**config.mk**
```make
export PLATFORM = sky130hd
export DESIGN_NAME = gpio_chgint_port
export DESIGN_NICKNAME = d
export VERILOG_FILES = /design/src/rtl/gpio_chgint_port.sv
export SDC_FILE = /design/constraint.sdc
export NUM_CORES = 1
export LEC_CHECK = 0
export ABC_AREA = 1
export BUFFER_PORTS_ARGS = -buffer_cell sky130_fd_sc_hd__buf_2
export CORE_AREA = 2 2 63 65
export DETAILED_ROUTE_END_ITERATION = 16
export DIE_AREA = 0 0 65 67
export PLACE_DENSITY = 0.82
export RECOVER_POWER = 25
export SETUP_SLACK_MARGIN = 0.15
export SYNTH_ARGS = -nofsm -noshare
export SYNTH_HDL_FRONTEND = slang
export SYNTH_SLANG_ARGS = --single-unit
```
**constraint.sdc**
```tcl
create_clock -name clk -period 2.1 [get_ports clk]
set_input_delay 0.42 -clock clk [delete_from_list [all_inputs] [get_ports clk]]
set_output_delay 0.42 -clock clk [all_outputs]
set_load 0.05 [all_outputs]
```
**src/rtl/gpio_chgint_port.sv**
```systemverilog
module gpio_chgint_port #(
  parameter int W = 8
) (
  input  logic         clk,
  input  logic         rst_n,
  input  logic [1:0]   reg_addr,
  input  logic         reg_wr,
  input  logic         reg_rd,
  input  logic [W-1:0] reg_wdata,
  output logic [W-1:0] reg_rdata,
  input  logic [W-1:0] pin_in,
  output logic [W-1:0] pin_out,
  output logic [W-1:0] pin_oe,
  output logic         irq_pull_low
);
  localparam logic [1:0] A_IN = 2'd0, A_OUT = 2'd1, A_POL = 2'd2, A_DIR = 2'd3;

  logic [W-1:0] meta, sync, snap, outr, pol, dir;
  logic         rd_in;

  assign rd_in = reg_rd && (reg_addr == A_IN);

  always_ff @(posedge clk) begin
    if (!rst_n) begin
      meta <= pin_in;
      sync <= pin_in;
      snap <= pin_in;
      outr <= '1;
      pol  <= '0;
      dir  <= '1;
    end else begin
      meta <= pin_in;
      sync <= meta;
      if (rd_in) snap <= sync;
      if (reg_wr) begin
        case (reg_addr)
          A_OUT:   outr <= reg_wdata;
          A_POL:   pol  <= reg_wdata;
          A_DIR:   dir  <= reg_wdata;
          default: ;
        endcase
      end
    end
  end

  always_comb begin
    case (reg_addr)
      A_OUT:   reg_rdata = outr;
      A_POL:   reg_rdata = pol;
      A_DIR:   reg_rdata = dir;
      default: reg_rdata = sync ^ pol;
    endcase
  end

  assign pin_out      = outr;
  assign pin_oe       = ~dir;
  assign irq_pull_low = (|((sync ^ snap) & dir)) && !rd_in;

  a_r2_dir_write: assert property (@(posedge clk) disable iff (!rst_n)
    ($past(rst_n) && $past(reg_wr && reg_addr == A_DIR)) |-> (pin_oe == ~$past(reg_wdata)));
  a_r3_out_write: assert property (@(posedge clk) disable iff (!rst_n)
    ($past(rst_n) && $past(reg_wr && reg_addr == A_OUT)) |-> (pin_out == $past(reg_wdata)));
  a_r8_all_outputs_quiet: assert property (@(posedge clk) disable iff (!rst_n)
    (pin_oe == '1) |-> !irq_pull_low);
  a_r7_read_rearms: assert property (@(posedge clk) disable iff (!rst_n)
    ($past(rst_n) && $past(rd_in) && sync == $past(sync)) |-> !irq_pull_low);
  a_r7_read_masks: assert property (@(posedge clk) disable iff (!rst_n)
    (reg_rd && reg_addr == A_IN) |-> !irq_pull_low);
endmodule

```
# --- Word level (Yosys, flattened, before mapping) ---
# Cells that the tools add are included.
word_totals:
  out_inout_bits: 25
  ff_bits: 48
op_classes:
  eq_ne: 4
  reduce_logical: 8
  muxes: 4
  bitwise: 4
ops:
  columns: ["op", "n"]
  rows:
  - ["$mux 8", 3]
  - ["$pmux 8 s3", 1]
  - ["$xor 8x8->8", 2]
  - ["$and 8x8->8", 1]
  - ["$not 8->8", 1]
  - ["$reduce_or 8->1", 1]
  - ["$reduce_and 2->1", 3]
  - ["$eq 2x2->1 const B", 2]
  - ["$eq 2x1->1 const B", 1]
  - ["$logic_and 1x1->1", 2]
  - ["$logic_not 2->1", 1]
  - ["$ne 2x1->1 const B", 1]
  - ["$logic_not 1->1", 1]

# --- Longest topological paths before layout ---
depth:
  ltp_word: 4
  mapped_depth: 6

# --- Least setup slack after synthesis ---
# No wires, ideal clock.
synth_path:
  path_type: "input to output"
  from: "input port reg_addr[0]"
  to: "output port irq_pull_low"
  path_slack_ps: 219
  cell_stages: 4
  t_required_ps: 1680
  arrival_time_ps: 1461
  path_cell_list: "inv_2 > nand2_1 > nor2_1 > a21oi_1"
synth_between:
  elab_chain_len: 4
synth_rtl:
  columns: ["item", "line_no", "text"]
  rows:
  - ["from (decl)", "6", "input logic [1:0] reg_addr,"]
  - ["$logic_not 2->1", "21", "assign rd_in = reg_rd && (reg_addr == A_IN);"]
  - ["$logic_and 1x1->1", "21", null]
  - ["$logic_not 1->1", "57", "assign irq_pull_low = (|((sync ^ snap) & dir)) && !rd_in;"]
  - ["$logic_and 1x1->1", "57", null]
  - ["to (decl)", "14", "output logic irq_pull_low"]
# Every way passes these cells.

# --- Worst setup path in the final report ---
layout_path:
  from: "input port reg_addr[0]"
  to: "output port reg_rdata[2]"
layout_between:
  elab_chain_len: 2
layout_rtl:
  columns: ["item", "line_no", "text"]
  rows:
  - ["$eq 2x2->1 / $eq 2x1->1 (equally long branches)", "47", "case (reg_addr)"]
  - ["$pmux 8 s3 (*)", "47", null]
  - ["to (decl)", "10", "output logic [W-1:0] reg_rdata,"]
# Mark *: on every way between the ends. The rest lies on a longest branch, timed or not.

==> impl_metrics.json <==
{
  "status": "completed",
  "worstPathArrival_ns": 1.45,
  "yosys.area_share.xor_xnor_pct": 3.45,
  "synth_most_common_cell": "nand2_1",
  "fin_crit_sh_pct": 89.0,
  "hp-class": "in2reg",
  "rows": 22,
  "antennaDiodeCount": 0,
  "synth_nets": 276,
  "vdd_drop_max_v": 0.000526,
  "drtAntennaViolNets": 0,
  "endpoint_kind": "primary output",
  "synth_fa_ha_area_share_pct": 0,
  "die_height_um": 67,
  "track_usage_pct": 24.9,
  "path_buf_inv": 3,
  "post_cts_buffers": 0,
  "grt_max_degree": 25,
  "fin_tns_setup_ns": 0,
  "synth_top_family_by_area": "simple AND/OR/NAND/NOR gates",
  "final-setup-viol-count": 0,
  "initial_core_util_pct": 56.4,
  "hold_depth": 1,
  "ys_ff_latch": 48,
  "synth_area_leaders": "dfxtp_1, edfxtp_1, nand2_1, inv_1, a21oi_1",
  "tightest_slew_ns": 0.757,
  "gr-usage-met3_pct": 5.91,
  "place.gp.congestion": 0.800,
  "r2r_slack_ns": 1.32,
  "rsz0062_at_grt": "false",
  "hp-start": "pin_in[6]",
  "criticalPathCategory": "in2out",
  "synth.distinct_cells": 21,
  "synth_top_cell_area_share_pct": 39.4,
  "synth_common_cells": "nand2_1, dfxtp_1, inv_1",
  "numClockSinks": 48,
  "clk_pin_slew_ns": 0.08,
  "grt_use_met1_pct": 29.9,
  "synthFlopType": "dfxtp_1",
  "yosys.area_share.simple_pct": 18.7,
  "grt_use_met2_pct": 43.3,
  "nets": 324,
  "startpoint": "reg_addr[0]",
  "drc": 0,
  "final_hold_viol_count": 0,
  "io_buffers": 46,
  "grt.busiest_layer": "met2",
  "post-dp-hpwl_um": 3410,
  "synth-async-reset-ratio_pct": 0,
  "antenna_found_initial": 0,
  "io-pin-count": 47,
  "cts_tree": "built",
  "fp.dieW_um": 65,
  "ys_seq_area_share_pct": 51.2,
  "synth_mux_area_share_pct": 0,
  "grt-ovfl-total": 0,
  "syn2layout_area_growth_pct": 17.6,
  "r2r_cells": 2,
  "syn_area_um2": 2030,
  "routed_wl_um": 4960,
  "power_density_nw_per_um2": 850,
  "synth-edff-count": 8,
  "yosys_warnings": 0,
  "drv_slew": 0,
  "slowest_stage": "buf_2",
  "root_buffer": "clkbuf_8",
  "dr.pass1.iters": 4,
  "wire_per_inst_um": 14.1,
  "fin_worst_skew_ns": 0.00840,
  "insertion_delay_ns": 0.30,
  "synth_top_cell_by_area": "dfxtp_1",
  "drive_gt1_share_pct": 21.5,
  "path_delay_family": "buffers and inverters",
  "path_common_cell": "buf_2",
  "syn_inst": 254,
  "dpl_cell_area_um2": 2300,
  "slew_headroom_pct": 49.5,
  "path_max_fanout": 10,
  "numCtsBuffers": 5,
  "dieArea_um2": 4360,
  "drtIter0Drc": 117,
  "crit_chain": "buf_2 > inv_2 > nand2_1 > o21ai_1 > buf_2",
  "reg2reg_from": "sync[1]",
  "clock_path_buffers": 2,
  "cap_viol_max_count": 0,
  "vias": 1870,
  "ctsHtreeMaxLevel": 2,
  "drt-vias-per-instance": 5.33,
  "min_to": "meta[6]",
  "fin_crit_ns": 1.87,
  "grt_pass1_wl_um": 7960,
  "start_kind": "primary input",
  "syn_area_per_cell_um2": 8.00,
  "r2r_end": "snap[1]",
  "worst_ep_required_time_ns": 1.68,
  "p_leak_nw": 1.18,
  "first_global_vias": 1757,
  "synth_compound_area_share_pct": 17.5,
  "hold_ws_ns": 0.228,
  "crit_cells": 5,
  "slowest_delay_ns": 0.29,
  "core_area_um2": 3610,
  "fmaxAchievable_ghz": 0.535,
  "fin_area_um2": 2390
}
-- area by class of cell --
| cell class | count | area (um^2) |
|---|---|---|
| Inverter | 39 | 146 |
| Tap cell | 48 | 60.1 |
| Fill cell | 329 | 1210 |
| Sequential cell | 48 | 1040 |
| Timing Repair Buffer | 48 | 245 |
| Clock buffer | 8 | 100 |
| Multi-Input combinational cell | 160 | 798 |
-- layout by cell type, fill, tap and decap left out, drive strengths merged --
master	netlist	layout
a21oi	25	25
buf	6	46
clkbuf	1	10
dfxtp	40	40
edfxtp	8	8
inv	39	39
nand2	64	64
nand3	17	17
nor2	5	5
o21ai	33	33
o22ai	8	8
xnor2	8	8
-- power breakdown --
| part | total, W | internal [W] | switching (W) | leakage, nW |
|---|---|---|---|---|
| combinational | 0.000402 | 0.000114 | 0.000287 | 0.718 |
| clock | 0.000597 | 0.000301 | 0.000296 | 0.0515 |
| sequential | 0.00103 | 0.000996 | 0.0000365 | 0.412 |
| total | 0.00203 | 0.00141 | 0.000620 | 1.18 |
-- per-layer routing --
metal  vias up  wire [um]  share of wire, %
met1       881       2070                42
li1        921          -                 -
met3         5        330               6.6
met4         0         61               1.2
met2        63       2500                50
met5         -          0                 0
-- stage by stage --
| stage | instances | total power, W | utilization (%) | worst slack (ns) |
|---|---|---|---|---|
| finish | 351 | 0.00203 | 66.3 | 0.231 |
| global route | 351 | 0.00212 | 66.3 | 0.129 |
| CTS | 351 | 0.00204 | 66.5 | 0.188 |
| detailed placement | 343 | 0.00145 | 63.7 | 0.188 |
| global placement | 343 | 0.00144 | 63.7 | 0.238 |
| floorplan | 254 | 0.00134 | - | 0.219 |
-- worst register-to-register path: cells and delay by family (launching register included) --
| kind | cells | cell delay, ns |
|---|---|---|
| flops | 1 | 0.34 |
| compound gates | 1 | 0.09 |
| buf+inv | 1 | 0.08 |
-- cells by family after synthesis --
| group | count (synthesis) |
|---|---|
| compound gates | 66 |
| simple gates | 86 |
| xor+xnor | 8 |
| buf+inv | 46 |
| flops | 48 |
-- worst max path at each step --
stage	end	slack [ns]
detailed placement	reg_rdata[5]	0.19
global route	reg_rdata[2]	0.13
global placement	reg_rdata[7]	0.24
finish	reg_rdata[2]	0.23
floorplan	irq_pull_low	0.22
CTS	reg_rdata[5]	0.19
-- sequential cells by signal, summed over array words and instances (netlist names) --
register	flops
pol	8
sync	8
dir	8
pin_out	8
meta	8
snap	8
-- repair_timing --
item,in CTS,in global routing
resized for setup,0,4
setup endpoints to repair,0,9
hold buffers,0,0
endpoints found under the hold margin,0,0
Note: power is estimated with default switching activity, not from simulation.
